==> config.mk <==
export PLATFORM = sky130hd
export DESIGN_NAME = adc_result_port
export DESIGN_NICKNAME = d
export VERILOG_FILES = /design/src/rtl/adc_port_pkg.sv /design/src/rtl/adc_port_ctrl.sv /design/src/rtl/adc_port_dp.sv /design/src/rtl/adc_result_port.sv
export SDC_FILE = /design/constraint.sdc
export NUM_CORES = 1
export LEC_CHECK = 0
export ABC_AREA = 1
export BUFFER_PORTS_ARGS = -buffer_cell sky130_fd_sc_hd__buf_4
export CAP_MARGIN = 20
export CELL_PAD_IN_SITES_DETAIL_PLACEMENT = 1
export CELL_PAD_IN_SITES_GLOBAL_PLACEMENT = 1
export CORE_MARGIN = 1.5
export CORE_UTILIZATION = 40
export DETAILED_ROUTE_END_ITERATION = 16
export PLACE_DENSITY = 0.83
export SYNTH_ARGS = -nofsm -noshare
export SYNTH_HDL_FRONTEND = slang
export SYNTH_SLANG_ARGS = --single-unit
==> constraint.sdc <==
create_clock -name clk -period 2.2 [get_ports clk]
set_clock_uncertainty 0.05 [all_clocks]
set_input_delay 0.11 -clock clk [delete_from_list [all_inputs] [get_ports clk]]
set_output_delay 0.11 -clock clk [all_outputs]
set_load 0.03 [all_outputs]
==> src/rtl/adc_port_pkg.sv <==
package adc_port_pkg;

  // Fixed pad roles when the serial port is selected
  localparam int PAD_DIV_LO  = 2;
  localparam int PAD_EXT     = 4;
  localparam int PAD_INVSYNC = 5;
  localparam int PAD_INVSCLK = 6;
  localparam int PAD_SDO     = 8;
  localparam int PAD_SCLK    = 9;
  localparam int PAD_SYNC    = 10;

  // Strobes and levels from control to datapath
  typedef struct packed {
    logic takeResult;
    logic parkResult;
    logic commitPend;
    logic loadShift;
    logic shiftOut;
    logic sclkInt;
    logic syncActive;
  } portStrobes_t;

endpackage

==> src/rtl/adc_port_ctrl.sv <==
module adc_port_ctrl
  import adc_port_pkg::*;
#(
  parameter int DATA_W      = 16,
  parameter int DIV_W       = 2,
  parameter int SYNC_STAGES = 2
) (
  input  logic             clk,
  input  logic             rstN,
  input  logic             serPar,
  input  logic             csN,
  input  logic             rdN,
  input  logic             resultValid,
  input  logic             extClk,
  input  logic             invSclk,
  input  logic [DIV_W-1:0] divSel,
  input  logic             sclkPin,
  output portStrobes_t     strb,
  output logic             masterMode,
  output logic             slaveMode
);

  localparam int CNT_W  = $clog2(DATA_W);
  localparam int HALF_W = (1 << DIV_W) - 1;
  localparam logic [CNT_W-1:0] LAST_BIT = CNT_W'(DATA_W - 1);

  logic                   pendFlag;
  logic                   frameReq;
  logic                   busy;
  logic                   sclkInt;
  logic [HALF_W-1:0]      halfCnt;
  logic [HALF_W-1:0]      halfLast;
  logic [CNT_W-1:0]       bitCnt;
  logic [SYNC_STAGES-1:0] sclkSync;
  logic                   effPrev;
  logic                   effSclk;
  logic                   loaded;
  logic                   readActive;
  logic                   halfDone;
  logic                   masterStart;
  logic                   slaveStart;
  logic                   slaveFall;

  always_comb begin
    readActive  = !serPar && !csN && !rdN;
    masterMode  = serPar && !extClk;
    slaveMode   = serPar && extClk;
    halfLast    = HALF_W'((32'd1 << divSel) - 32'd1);
    halfDone    = busy && (halfCnt == halfLast);
    effSclk     = sclkSync[SYNC_STAGES-1] ^ invSclk;
    masterStart = masterMode && frameReq && !busy;
    slaveStart  = slaveMode && !csN && !loaded;
    slaveFall   = slaveMode && !csN && loaded && effPrev && !effSclk;

    strb.takeResult = resultValid && !readActive;
    strb.parkResult = resultValid && readActive;
    strb.commitPend = pendFlag && !readActive && !resultValid;
    strb.loadShift  = masterStart || slaveStart;
    strb.shiftOut   = (halfDone && sclkInt && (bitCnt != LAST_BIT)) || slaveFall;
    strb.sclkInt    = sclkInt;
    strb.syncActive = busy;
  end

  // Parking of a result that lands during a parallel read
  always_ff @(posedge clk or negedge rstN) begin
    if (!rstN) begin
      pendFlag <= 1'b0;
    end else if (strb.parkResult) begin
      pendFlag <= 1'b1;
    end else if (!readActive) begin
      pendFlag <= 1'b0;
    end
  end

  // Master frame request and bit timing
  always_ff @(posedge clk or negedge rstN) begin
    if (!rstN) begin
      frameReq <= 1'b0;
      busy     <= 1'b0;
      sclkInt  <= 1'b0;
      halfCnt  <= '0;
      bitCnt   <= '0;
    end else if (!masterMode) begin
      frameReq <= 1'b0;
      busy     <= 1'b0;
      sclkInt  <= 1'b0;
      halfCnt  <= '0;
      bitCnt   <= '0;
    end else begin
      if (strb.takeResult || strb.commitPend) begin
        frameReq <= 1'b1;
      end else if (masterStart) begin
        frameReq <= 1'b0;
      end

      if (masterStart) begin
        busy    <= 1'b1;
        sclkInt <= 1'b0;
        halfCnt <= '0;
        bitCnt  <= '0;
      end else if (busy) begin
        if (halfDone) begin
          halfCnt <= '0;
          sclkInt <= !sclkInt;
          if (sclkInt) begin
            if (bitCnt == LAST_BIT) begin
              busy <= 1'b0;
            end else begin
              bitCnt <= bitCnt + 1'b1;
            end
          end
        end else begin
          halfCnt <= halfCnt + 1'b1;
        end
      end
    end
  end

  // External clock synchronizer and slave framing
  always_ff @(posedge clk or negedge rstN) begin
    if (!rstN) begin
      sclkSync <= '0;
      effPrev  <= 1'b0;
      loaded   <= 1'b0;
    end else begin
      sclkSync <= {sclkSync[SYNC_STAGES-2:0], sclkPin};
      effPrev  <= effSclk;
      if (!slaveMode || csN) begin
        loaded <= 1'b0;
      end else if (slaveStart) begin
        loaded <= 1'b1;
      end
    end
  end

endmodule

==> src/rtl/adc_port_dp.sv <==
module adc_port_dp
  import adc_port_pkg::*;
#(
  parameter int DATA_W = 16
) (
  input  logic              clk,
  input  logic              rstN,
  input  portStrobes_t      strb,
  input  logic [DATA_W-1:0] resultIn,
  input  logic              codeSel,
  input  logic              byteSwap,
  input  logic              serPar,
  input  logic              masterMode,
  input  logic              slaveMode,
  input  logic              csN,
  input  logic              rdN,
  input  logic              invSync,
  input  logic              invSclk,
  output logic [DATA_W-1:0] padOut,
  output logic [DATA_W-1:0] padOe
);

  localparam int LANE_W = DATA_W / 2;
  localparam logic [DATA_W-1:0] MSB_MASK = {1'b1, {(DATA_W-1){1'b0}}};

  logic [DATA_W-1:0] codedIn;
  logic [DATA_W-1:0] holdWord;
  logic [DATA_W-1:0] pendWord;
  logic [DATA_W-1:0] shiftReg;
  logic [DATA_W-1:0] swapWord;
  logic [DATA_W-1:0] parWord;

  assign codedIn = codeSel ? resultIn : (resultIn ^ MSB_MASK);

  always_ff @(posedge clk or negedge rstN) begin
    if (!rstN) begin
      holdWord <= '0;
      pendWord <= '0;
      shiftReg <= '0;
    end else begin
      if (strb.takeResult) begin
        holdWord <= codedIn;
      end else if (strb.commitPend) begin
        holdWord <= pendWord;
      end
      if (strb.parkResult) begin
        pendWord <= codedIn;
      end
      if (strb.loadShift) begin
        shiftReg <= holdWord;
      end else if (strb.shiftOut) begin
        shiftReg <= {shiftReg[DATA_W-2:0], 1'b0};
      end
    end
  end

  // Byte lanes exchanged for a narrow host
  for (genvar lane = 0; lane < 2; lane++) begin : g_swap
    assign swapWord[lane*LANE_W +: LANE_W] = holdWord[(1-lane)*LANE_W +: LANE_W];
  end

  assign parWord = byteSwap ? swapWord : holdWord;

  always_comb begin
    padOut = '0;
    padOe  = '0;
    if (!serPar) begin
      padOut = parWord;
      if (!csN && !rdN) begin
        padOe = '1;
      end
    end else begin
      padOut[PAD_SDO]  = shiftReg[DATA_W-1];
      padOut[PAD_SCLK] = strb.sclkInt ^ invSclk;
      padOut[PAD_SYNC] = strb.syncActive ^ invSync;
      if (masterMode) begin
        padOe[PAD_SDO]  = 1'b1;
        padOe[PAD_SCLK] = 1'b1;
        padOe[PAD_SYNC] = 1'b1;
      end else if (slaveMode && !csN) begin
        padOe[PAD_SDO] = 1'b1;
      end
    end
  end

endmodule

==> src/rtl/adc_result_port.sv <==
module adc_result_port
  import adc_port_pkg::*;
#(
  parameter int DATA_W      = 16,
  parameter int DIV_W       = 2,
  parameter int SYNC_STAGES = 2
) (
  input  logic              clk,
  input  logic              rstN,
  input  logic [DATA_W-1:0] resultIn,
  input  logic              resultValid,
  input  logic              serPar,
  input  logic              byteSwap,
  input  logic              codeSel,
  input  logic              csN,
  input  logic              rdN,
  input  logic [DATA_W-1:0] padIn,
  output logic [DATA_W-1:0] padOut,
  output logic [DATA_W-1:0] padOe
);

  portStrobes_t strb;
  logic         masterMode;
  logic         slaveMode;

  adc_port_ctrl #(
    .DATA_W     (DATA_W),
    .DIV_W      (DIV_W),
    .SYNC_STAGES(SYNC_STAGES)
  ) u_ctrl (
    .clk        (clk),
    .rstN       (rstN),
    .serPar     (serPar),
    .csN        (csN),
    .rdN        (rdN),
    .resultValid(resultValid),
    .extClk     (padIn[PAD_EXT]),
    .invSclk    (padIn[PAD_INVSCLK]),
    .divSel     (padIn[PAD_DIV_LO +: DIV_W]),
    .sclkPin    (padIn[PAD_SCLK]),
    .strb       (strb),
    .masterMode (masterMode),
    .slaveMode  (slaveMode)
  );

  adc_port_dp #(
    .DATA_W(DATA_W)
  ) u_dp (
    .clk       (clk),
    .rstN      (rstN),
    .strb      (strb),
    .resultIn  (resultIn),
    .codeSel   (codeSel),
    .byteSwap  (byteSwap),
    .serPar    (serPar),
    .masterMode(masterMode),
    .slaveMode (slaveMode),
    .csN       (csN),
    .rdN       (rdN),
    .invSync   (padIn[PAD_INVSYNC]),
    .invSclk   (padIn[PAD_INVSCLK]),
    .padOut    (padOut),
    .padOe     (padOe)
  );

endmodule

==> flow_metrics.py, run 1 <==
metrics = {
    "critical_path": {
        "critPathRequiredTime_ps": 2370,
        "regToRegSetupSlack_ps": 540,
        "slowest_delay_ps": 550,
        "worst-path-buf-inv": 2,
        "crit_path_start_kind": "primary input",
        "critPathKind": "in -> reg",
        "critPathMaxFanout": 25,
        "worstPathCellList": "dlygate4sd3_1 > buf_4 > nor2_1 > nand2_2 > nand2_1 > o21ai_0 > nand2_1 > o21ai_0",
        "cp_slowest_cell": "sky130_fd_sc_hd__nand2_1",
        "timing.critical_path.to_type": "register",
        "worst_ep_arrival_time_ps": 2040,
        "path_delay_family": "simple AND/OR/NAND/NOR gates",
    },
    "timing": {
        "setup_repair_after_global_routing_missed_its_margin": "false",
        "final.period_utilization_pct": 85.14,
        "finalHoldViolations": 0,
        "final.min_clock_period_ps": 1873,
        "postLayoutSetupSlackWorst_ps": 326.8,
        "fin_setup_tns_ps": 0,
        "slew_headroom_pct": 45.14,
        "timing_max_transition_violations_final": 0,
        "finalSetupViolCount": 0,
        "highest_achievable_clock_rate_ghz": 0.5339,
        "final.hold.worst_slack_ps": 30.84,
        "worst_slew_pin_tran_ps": 823.0,
    },
    "global_route": {
        "wire_length_of_the_first_global_routing_pass_um": 15420,
        "number_of_global_route_vias_before_repair": 3188,
        "grt.total_usage_pct": 22.12,
        "antenna_violations_before_repair": 0,
        "global_route.overflow_total": 0,
        "grt_use_met2_pct": 37.79,
        "grt_use_met1_pct": 27.81,
        "grt-busiest-layer": "met2",
        "grt_use_met3_pct": 4.265,
        "grt_start_max_net_pins": 64,
    },
    "floorplan": {
        "rows": 33,
        "floorplan.die.width_um": 95.87,
        "coreArea_um2": 8299,
        "num_io_pins": 72,
        "initial_core_util_pct": 41.56,
        "fp.dieArea_um2": 9190,
        "die_h_um": 95.87,
    },
    "pwr": {
        "p_per_area_nw_per_um2": 833.5,
        "ir_drop_mv": 0.3313,
        "total_leakage_power_nw": 2.192,
    },
    "final_layout": {
        "inserted_diodes": 0,
        "fillCellCount": 1019,
        "areaGrowthSynthToFinish_pct": 25.10,
        "fin_util_pct": 52.00,
        "final_net_count": 541,
        "share_of_cells_above_drive_strength_1_pct": 21.23,
        "finish.cell_count_without_fillers": 609,
    },
    "clock_network": {
        "ctsLongestPathBuffers": 2,
        "worstSkewPairLatency_ps": 350,
        "cts_made_buffers": 9,
        "worst_setup_hold_path_clk_slew_ps": 70,
        "tritoncts_sinks": 63,
        "cts_repair_resize_count": 0,
        "post_cts_hold_buffer_count": 19,
        "post-cts-setup-buffers": 0,
        "root_buf_cell": "sky130_fd_sc_hd__clkbuf_8",
        "cts_tree": "built",
        "htree_levels": 3,
    },
    "place": {
        "finalWeightedCongestion": 0.7714,
        "place.detailed.hpwl_um": 6159,
        "place_ws_ps": 525.2,
        "portBuffers": 61,
        "placed_cells_incl_taps": 574,
    },
    "detailed_routing": {
        "via_count": 3113,
        "detail_route.iter0.violations": 158,
        "drc": 0,
        "viasPerCell": 5.112,
        "wl_per_cell_um": 15.12,
        "drtAntennaViolNets": 0,
        "first_pass_iters": 4,
        "route.final.wire_length_um": 9210,
    },
    "logic_synthesis": {
        "cells_after_synthesis": 436,
        "synth.yosys.seq_area_share_pct": 45.70,
        "synthArstFlopShare_pct": 100.0,
        "syn_nets": 478,
        "post-synth-top-count-cell": "sky130_fd_sc_hd__nand2_1",
        "yosys.area.top_type_share_pct": 45.70,
        "syn_avg_cell_area_um2": 7.912,
        "post_synth_instance_area_um2": 3450,
        "synth-edff-count": 0,
        "ys_top_cells_by_area": "sky130_fd_sc_hd__dfrtp_1 (46%), sky130_fd_sc_hd__nand2_1 (14%), sky130_fd_sc_hd__o21ai_0 (8.7%)",
        "postSynth.topFlopCell": "sky130_fd_sc_hd__dfrtp_1",
        "post_synth_num_cell_types": 32,
        "count_of_state_elements_after_synthesis": 63,
        "yosys_warnings": 0,
        "synth_top_cells_by_count": "sky130_fd_sc_hd__nand2_1 (128), sky130_fd_sc_hd__dfrtp_1 (63), sky130_fd_sc_hd__o21ai_0 (60), sky130_fd_sc_hd__nand3_1 (40), sky130_fd_sc_hd__inv_1 (37)",
        "area_leader_netlist": "sky130_fd_sc_hd__dfrtp_1",
    },
    "job": {
        "maxCapViolations": 0,
    },
    "run_status": {
        "status": "complete, no violations",
    },
    "min_path": {
        "hold_path_class": "in -> reg",
    },
}
-- layout by cell type, fill, tap and decap left out, types with 4 or more instances in the layout --
| cell | count |
|---|---|
| sky130_fd_sc_hd__dfrtp_1 | 63 |
| sky130_fd_sc_hd__nand2_1 | 128 |
| sky130_fd_sc_hd__o21ai_0 | 60 |
| sky130_fd_sc_hd__a21oi_1 | 19 |
| sky130_fd_sc_hd__buf_4 | 65 |
| sky130_fd_sc_hd__xnor2_1 | 4 |
| sky130_fd_sc_hd__nor2_1 | 13 |
| sky130_fd_sc_hd__mux2_2 | 4 |
| sky130_fd_sc_hd__inv_1 | 37 |
| sky130_fd_sc_hd__clkbuf_8 | 11 |
| sky130_fd_sc_hd__dlygate4sd3_1 | 19 |
| sky130_fd_sc_hd__nand2_2 | 6 |
| sky130_fd_sc_hd__nand3_1 | 40 |
-- sequential cells by signal (all words and copies together) (netlist names), 2 cells and up --
| name | count |
|---|---|
| u_dp.shiftReg | 16 |
| u_dp.pendWord | 16 |
| u_ctrl.sclkSync | 2 |
| u_dp.holdWord | 16 |
| u_ctrl.bitCnt | 4 |
| u_ctrl.halfCnt | 3 |
-- cell families (layout without fill, tap and decap cells) --
family / count (synthesis) / after routing / share of synthesized area (%)
adders and majority gates: 2 / 2 / 0.7253
and+or+nand+nor: 202 / 202 / 27.53
AOI/OAI and AO/OA: 86 / 86 / 12.73
buffers and inverters: 72 / 140 / 10.23
muxes: 4 / 4 / 1.306
xor gates and xnor gates: 7 / 7 / 1.777
DFF: 63 / 63 / 45.70
-- stage by stage --
step                      power, mW  cell area [um2]
final                         3.597             4315
after global routing          3.787             4315
after CTS                     3.613             4315
after detailed placement      2.277             3870
after global placement        2.235             3870
after floorplan               2.022             3450
-- power by group --
part           internal, mW  switching [mW]  total (mW)
registers              1.37           0.146        1.51
clock network         0.815           0.488        1.30
logic                 0.318           0.463       0.781
total                  2.50            1.10        3.60
-- worst paths after layout --
check,start,endpoint,cells after the start
worst max-delay path,csN,u_dp.holdWord[9]$_DFFE_PN0P_,8
worst min-delay path,resultIn[10],u_dp.pendWord[10]$_DFFE_PN0P_,3
worst max register to register,u_ctrl.bitCnt[0]$_DFFE_PN0P_,u_dp.shiftReg[11]$_DFFE_PN0P_,9
worst min register to register,u_ctrl.sclkSync[0]$_DFF_PN0_,u_ctrl.sclkSync[1]$_DFF_PN0_,0
max in group asynchronous,rstN,u_dp.shiftReg[12]$_DFFE_PN0P_,2
min in group asynchronous,rstN,u_ctrl.pendFlag$_DFFE_PN0P_,2
-- layer usage --
layer	share of wire, %	routed length [um]
met1	44	4085
met2	52	4802
met4	0.94	87
met5	0	0
met3	2.5	234
-- worst register-to-register path: stages (launching register included) --
cell                      delay [ps]
sky130_fd_sc_hd__dfrtp_1         400
sky130_fd_sc_hd__ha_1            210
sky130_fd_sc_hd__nand3_1         110
sky130_fd_sc_hd__nand2_1         100
sky130_fd_sc_hd__inv_1            50
sky130_fd_sc_hd__nand4_2          90
sky130_fd_sc_hd__buf_4           250
sky130_fd_sc_hd__nand2_8         130
sky130_fd_sc_hd__nand2_1          80
sky130_fd_sc_hd__nand2_1          60
-- final cells by class --
class	count	area, um2	area share, %
sequential	63	1577	36.53
multi-input combinational	301	1524	35.31
timing repair buffer	84	678.2	15.71
clock buffer	11	151.4	3.508
inverter	40	150.1	3.479
tap	105	131.4	3.044
clock inverter	5	103.9	2.407
No activity file was read; power rests on OpenSTA's default activity.
==> run 2, diff against run 1 <==
--- a/config.mk
+++ b/config.mk
@@ -5,13 +5,13 @@
 export SDC_FILE = /design/constraint.sdc
 export NUM_CORES = 1
 export LEC_CHECK = 0
-export ABC_AREA = 1
+export ABC_AREA = 0
 export BUFFER_PORTS_ARGS = -buffer_cell sky130_fd_sc_hd__buf_4
 export CAP_MARGIN = 20
 export CELL_PAD_IN_SITES_DETAIL_PLACEMENT = 1
 export CELL_PAD_IN_SITES_GLOBAL_PLACEMENT = 1
 export CORE_MARGIN = 1.5
-export CORE_UTILIZATION = 40
+export CORE_UTILIZATION = 42
 export DETAILED_ROUTE_END_ITERATION = 16
 export PLACE_DENSITY = 0.83
 export SYNTH_ARGS = -nofsm -noshare
==> run 2 against run 1 <==
- non-clock buffer count did not move
- sequential share of layout area rose by 2.5 points
- combinational power fell by 25%
- area after synthesis fell by 7.0%
- sequential cell count did not move
- count of clock-buffer cells in the layout fell by 2
- design area fell by 6.4%
- core utilization rose by 3.1 points
- die area fell by 11%
- critical endpoint is now u_dp.shiftReg[10]$_DFFE_PN0P_
- largest cell class unchanged
- largest power group unchanged
==> flow_metrics.py, run 2 <==
metrics = {
    "run_status": {
        "status": "complete, no violations",
    },
    "logic_synthesis": {
        "syn_nets": 341,
        "post-synth-top-count-cell": "sky130_fd_sc_hd__dfrtp_1",
        "ys_top_cells_by_area": "sky130_fd_sc_hd__dfrtp_1 (49%), sky130_fd_sc_hd__mux2i_1 (5.3%), sky130_fd_sc_hd__o221a_1 (5.3%)",
        "synthArstFlopShare_pct": 100.0,
        "area_leader_netlist": "sky130_fd_sc_hd__dfrtp_1",
        "syn_avg_cell_area_um2": 10.73,
        "postSynth.topFlopCell": "sky130_fd_sc_hd__dfrtp_1",
        "cells_after_synthesis": 299,
        "count_of_state_elements_after_synthesis": 63,
        "synth_top_cells_by_count": "sky130_fd_sc_hd__dfrtp_1 (63), sky130_fd_sc_hd__nor2_1 (26), sky130_fd_sc_hd__nand2_1 (23), sky130_fd_sc_hd__o21ai_0 (20), sky130_fd_sc_hd__mux2i_1 (17)",
        "post_synth_instance_area_um2": 3208,
        "yosys.area.top_type_share_pct": 49.14,
        "post_synth_num_cell_types": 43,
        "synth.yosys.seq_area_share_pct": 49.14,
        "synth-edff-count": 0,
        "yosys_warnings": 0,
    },
    "detailed_routing": {
        "wl_per_cell_um": 17.65,
        "drc": 0,
        "detail_route.iter0.violations": 130,
        "first_pass_iters": 4,
        "via_count": 2545,
        "drtAntennaViolNets": 0,
        "route.final.wire_length_um": 8258,
        "viasPerCell": 5.438,
    },
    "timing": {
        "postLayoutSetupSlackWorst_ps": 261.7,
        "slew_headroom_pct": 47.13,
        "fin_setup_tns_ps": 0,
        "final.hold.worst_slack_ps": 45.50,
        "finalSetupViolCount": 0,
        "final.min_clock_period_ps": 1938,
        "timing_max_transition_violations_final": 0,
        "worst_slew_pin_tran_ps": 793.0,
        "setup_repair_after_global_routing_missed_its_margin": "false",
        "finalHoldViolations": 0,
        "final.period_utilization_pct": 88.11,
        "highest_achievable_clock_rate_ghz": 0.5159,
    },
    "critical_path": {
        "slowest_delay_ps": 560,
        "critPathKind": "reg -> reg",
        "regToRegSetupSlack_ps": 260,
        "worstPathCellList": "or4b_4 > nand4_4 > nand2_4 > o21a_4 > o221a_1",
        "critPathMaxFanout": 15,
        "path_delay_family": "simple AND/OR/NAND/NOR gates",
        "timing.critical_path.to_type": "register",
        "cp_slowest_cell": "sky130_fd_sc_hd__or4b_4",
        "reg2regPathDepth": 5,
        "critPathRequiredTime_ps": 2380,
        "worst-path-buf-inv": 0,
        "regToRegStartpoint": "u_ctrl.halfCnt[1]$_DFFE_PN0P_",
        "worst_ep_arrival_time_ps": 2120,
        "critical_path.reg2reg.endpoint": "u_dp.shiftReg[10]$_DFFE_PN0P_",
        "crit_path_start_kind": "register",
    },
    "global_route": {
        "number_of_global_route_vias_before_repair": 2772,
        "grt.total_usage_pct": 21.56,
        "grt_start_max_net_pins": 64,
        "antenna_violations_before_repair": 0,
        "wire_length_of_the_first_global_routing_pass_um": 13910,
        "global_route.overflow_total": 0,
    },
    "floorplan": {
        "rows": 31,
        "fp.dieArea_um2": 8171,
        "num_io_pins": 72,
        "initial_core_util_pct": 43.76,
        "coreArea_um2": 7331,
        "floorplan.die.width_um": 90.40,
        "die_h_um": 90.40,
    },
    "clock_network": {
        "tritoncts_sinks": 63,
        "cts_made_buffers": 9,
        "htree_levels": 3,
        "ctsLongestPathBuffers": 2,
        "worst_setup_hold_path_clk_slew_ps": 80,
        "worstSkewPairLatency_ps": 350,
        "cts_tree": "built",
        "root_buf_cell": "sky130_fd_sc_hd__clkbuf_8",
    },
    "final_layout": {
        "inserted_diodes": 0,
        "final_net_count": 406,
        "reg.largest.list": "u_dp.holdWord (16), u_dp.pendWord (16), u_dp.shiftReg (16)",
        "final_cell_mix": "sky130_fd_sc_hd__buf_4 (66), sky130_fd_sc_hd__dfrtp_1 (63), sky130_fd_sc_hd__nor2_1 (26), sky130_fd_sc_hd__nand2_1 (23), sky130_fd_sc_hd__o21ai_0 (20)",
        "final_common_cell": "sky130_fd_sc_hd__buf_4",
        "areaGrowthSynthToFinish_pct": 25.86,
        "share_of_cells_above_drive_strength_1_pct": 27.37,
    },
    "min_path": {
        "whs_path_depth": 3,
        "min_from": "csN",
        "hold_path_class": "in -> reg",
        "hold_end": "u_ctrl.loaded$_DFFE_PN0P_",
    },
    "job": {
        "maxCapViolations": 0,
    },
    "place": {
        "portBuffers": 61,
        "finalWeightedCongestion": 0.7604,
        "place.detailed.hpwl_um": 5381,
        "place_ws_ps": 264.5,
    },
    "pwr": {
        "ir_drop_mv": 0.3660,
        "p_per_area_nw_per_um2": 764.0,
        "total_leakage_power_nw": 1.853,
    },
}
[run 2: power by group]
| part | switching [mW] | leakage (nW) | internal, mW |
|---|---|---|---|
| Combinational | 0.301 | 0.981 | 0.285 |
| Clock | 0.503 | 0.100 | 0.536 |
| Sequential | 0.128 | 0.772 | 1.33 |
[run 2: worst max-delay path by stage]
stage                                  startpoint                       endpoint  slack [ps]  cells after the start
CTS                 u_ctrl.halfCnt[1]$_DFFE_PN0P_  u_dp.shiftReg[10]$_DFFE_PN0P_         250                      5
global placement    u_ctrl.halfCnt[1]$_DFFE_PN0P_  u_dp.shiftReg[10]$_DFFE_PN0P_         330                      5
finish              u_ctrl.halfCnt[1]$_DFFE_PN0P_  u_dp.shiftReg[10]$_DFFE_PN0P_         260                      5
floorplan           u_ctrl.halfCnt[1]$_DFFE_PN0P_  u_dp.shiftReg[12]$_DFFE_PN0P_         310                      6
detailed placement  u_ctrl.halfCnt[1]$_DFFE_PN0P_  u_dp.shiftReg[10]$_DFFE_PN0P_         260                      5
global route        u_ctrl.halfCnt[1]$_DFFE_PN0P_  u_dp.shiftReg[10]$_DFFE_PN0P_         170                      5
[run 2: timing repair]
item,in CTS,in global routing
buffers inserted,0,0
endpoints found under the hold margin,80,0
hold buffers,18,0
resized for setup,0,0
[run 2: stage by stage]
stage               cells  util [%]  cell area [um2]  total power [mW]
finish                468     55.08             4038             3.085
global route          468     55.08             4038             3.217
CTS                   468     55.08             4038             3.104
detailed placement    434     49.82             3652             2.036
global placement      434     49.82             3652             2.004
floorplan             299         -             3208             1.809
[run 2: routing by layer]
layer	part of all wire [%]	vias up	wire length (um)	global-route usage, %
met1	44	1287	3605	26.36
met2	52	52	4254	38.01
li1	-	1195	-	-
met5	0	-	0	0
met3	3.0	11	248	3.451
met4	1.8	0	149	8.333
[run 2: final cells by class]
cell class	instances	area [um2]
clock inverter	7	81.33
sequential	63	1577
fill	804	3293
clock buffer	9	123.9
multi-input combinational	203	1445
inverter	3	11.26
timing repair buffer	84	675.6
tap	99	123.9
[run 2: kinds of logic after synthesis]
| group | after synthesis | synth area share, % |
|---|---|---|
| buf+inv | 33 | 5.811 |
| simple gates | 96 | 16.58 |
| fa+ha+maj | 2 | 0.7799 |
| compound gates | 65 | 14.94 |
| mux | 32 | 10.57 |
| flops | 63 | 49.14 |
| xor+xnor | 8 | 2.184 |
[run 2: tightest hold or removal path, stage by stage]
cell	delay (ps)
sky130_fd_sc_hd__buf_4	90
sky130_fd_sc_hd__nand3b_1	150
sky130_fd_sc_hd__inv_1	50
==> run 3, diff against run 2 <==
--- a/config.mk
+++ b/config.mk
@@ -6,7 +6,7 @@
 export NUM_CORES = 1
 export LEC_CHECK = 0
 export ABC_AREA = 0
-export BUFFER_PORTS_ARGS = -buffer_cell sky130_fd_sc_hd__buf_4
+export BUFFER_PORTS_ARGS = -buffer_cell sky130_fd_sc_hd__buf_2
 export CAP_MARGIN = 20
 export CELL_PAD_IN_SITES_DETAIL_PLACEMENT = 1
 export CELL_PAD_IN_SITES_GLOBAL_PLACEMENT = 1
==> run 3 against run 2 <==
- combinational power shrank 6.5%
- count of clock-buffer cells in the layout is the same
- first-iteration DRC count shrank 17%
- core utilization shrank 1.9 points
- critical path depth is the same
- register-to-register slack is essentially flat
- via count shrank 2.0%
- sequential cell count is the same
- sequential power is essentially flat
- total power shrank 0.95%
- fmax is essentially flat
- cell count grew 0.43%
- critical endpoint is now u_dp.shiftReg[8]$_DFFE_PN0P_
==> flow_metrics.py, run 3 (same netlist as run 2, synthesis figures left out) <==
metrics = {
    "run_status": {
        "status": "complete, no violations",
    },
    "detailed_routing": {
        "via_count": 2493,
        "drc": 0,
        "detail_route.iter0.violations": 108,
        "drtAntennaViolNets": 0,
        "wl_per_cell_um": 17.51,
        "first_pass_iters": 4,
        "viasPerCell": 5.304,
        "route.final.wire_length_um": 8229,
    },
    "clock_network": {
        "tritoncts_sinks": 63,
        "post-cts-setup-buffers": 0,
        "post_cts_hold_buffer_count": 18,
        "cts_repair_resize_count": 0,
        "cts_made_buffers": 9,
        "worstSkewPairLatency_ps": 360,
        "root_buf_cell": "sky130_fd_sc_hd__clkbuf_8",
        "worst_setup_hold_path_clk_slew_ps": 70,
        "ctsLongestPathBuffers": 2,
        "cts_tree": "built",
        "htree_levels": 3,
    },
    "final_layout": {
        "reg.largest.list": "u_dp.holdWord (16), u_dp.pendWord (16), u_dp.shiftReg (16)",
        "final_net_count": 408,
        "final_common_cell": "sky130_fd_sc_hd__dfrtp_1",
        "areaGrowthSynthToFinish_pct": 21.53,
        "final_cell_mix": "sky130_fd_sc_hd__dfrtp_1 (63), sky130_fd_sc_hd__buf_2 (61), sky130_fd_sc_hd__nor2_1 (26), sky130_fd_sc_hd__nand2_1 (23), sky130_fd_sc_hd__o21ai_0 (20)",
        "finish.cell_count_without_fillers": 470,
        "fillCellCount": 838,
        "share_of_cells_above_drive_strength_1_pct": 27.76,
        "fin_util_pct": 53.18,
        "inserted_diodes": 0,
    },
    "global_route": {
        "grt_start_max_net_pins": 64,
        "antenna_violations_before_repair": 0,
        "wire_length_of_the_first_global_routing_pass_um": 13860,
        "number_of_global_route_vias_before_repair": 2762,
        "global_route.overflow_total": 0,
        "grt.total_usage_pct": 21.67,
    },
    "critical_path": {
        "worst_ep_arrival_time_ps": 2120,
        "cp_slowest_cell": "sky130_fd_sc_hd__or4b_4",
        "worstPathCellList": "or4b_4 > nand4_4 > nand2_4 > o21a_4 > o221a_1",
        "slowest_delay_ps": 560,
        "timing.critical_path.to_type": "register",
        "crit_path_start_kind": "register",
        "critPathRequiredTime_ps": 2380,
        "critPathKind": "reg -> reg",
        "critPathMaxFanout": 15,
    },
    "timing": {
        "fin_setup_tns_ps": 0,
        "timing_max_transition_violations_final": 0,
        "final.period_utilization_pct": 88.04,
        "worst_slew_pin_tran_ps": 797.8,
        "final.min_clock_period_ps": 1937,
        "highest_achievable_clock_rate_ghz": 0.5163,
        "finalSetupViolCount": 0,
        "setup_repair_after_global_routing_missed_its_margin": "false",
        "finalHoldViolations": 0,
        "slew_headroom_pct": 46.81,
    },
    "floorplan": {
        "fp.dieArea_um2": 8171,
        "initial_core_util_pct": 43.76,
        "num_io_pins": 72,
        "floorplan.die.width_um": 90.40,
        "rows": 31,
        "coreArea_um2": 7331,
        "die_h_um": 90.40,
    },
    "pwr": {
        "total_leakage_power_nw": 1.825,
        "p_per_area_nw_per_um2": 783.6,
        "totalPowerFinal_mw": 3.055,
        "ir_drop_mv": 0.4711,
    },
    "place": {
        "placed_cells_incl_taps": 436,
        "portBuffers": 61,
        "finalWeightedCongestion": 0.7500,
        "place.detailed.hpwl_um": 5286,
    },
    "job": {
        "maxCapViolations": 0,
    },
    "min_path": {
        "hold_path_class": "in -> reg",
    },
}
-- run 3: cell type report --
cell class | instances | area, um2 | share of cell area (%)
flip-flops and latches | 63 | 1577 | 40.44
multi-input cells | 203 | 1445 | 37.07
repair buffers | 86 | 538.0 | 13.80
clock buffers | 9 | 123.9 | 3.177
well taps | 99 | 123.9 | 3.177
clock inverters | 7 | 80.08 | 2.054
inverters | 3 | 11.26 | 0.2888
-- run 3: worst paths after layout --
| check | depth (start not counted) | slack [ps] | start | end |
|---|---|---|---|---|
| setup / recovery | 5 | 260 | u_ctrl.halfCnt[1]$_DFFE_PN0P_ | u_dp.shiftReg[8]$_DFFE_PN0P_ |
| hold / removal | 3 | 50 | resultIn[15] | u_dp.pendWord[15]$_DFFE_PN0P_ |
| setup reg to reg | 5 | 260 | u_ctrl.halfCnt[1]$_DFFE_PN0P_ | u_dp.shiftReg[8]$_DFFE_PN0P_ |
| hold reg to reg | 0 | 320 | u_ctrl.sclkSync[0]$_DFF_PN0_ | u_ctrl.sclkSync[1]$_DFF_PN0_ |
| max in group asynchronous | 3 | 1160 | rstN | u_dp.shiftReg[6]$_DFFE_PN0P_ |
| min in group asynchronous | 3 | 410 | rstN | u_dp.pendWord[9]$_DFFE_PN0P_ |
-- run 3: worst max-delay path, delay by kind of cell, from the launching register on --
family / cells / cell delay (ps)
AO/OA/AOI/OAI: 2 / 530
flip-flops: 1 / 460
AND/OR/NAND/NOR: 3 / 790
-- run 3: where the power goes --
group | internal [mW] | leakage (nW) | switching (mW)
Clock | 0.534 | 0.0964 | 0.511
Sequential | 1.33 | 0.772 | 0.131
Combinational | 0.249 | 0.957 | 0.299
Total | 2.11 | 1.83 | 0.941
-- run 3: metrics by stage --
stage	hold WS, ps	instance area, um2	setup WS [ps]
4_1_cts	37.57	3899	260.3
5_1_grt	75.56	3899	185.3
2_1_floorplan	-235.6	3208	311.0
3_3_place_gp	171.8	3515	322.9
6_report	49.02	3899	263.1
3_5_place_dp	173.8	3515	263.2
-- run 3: metal layers --
| layer | track usage [%] | wire length, um | share of wire, % |
|---|---|---|---|
| met5 | 0 | 0 | 0 |
| met4 | 8.466 | 135 | 1.6 |
| met3 | 3.451 | 178 | 2.2 |
| met2 | 39.02 | 4345 | 53 |
| met1 | 25.77 | 3569 | 43 |
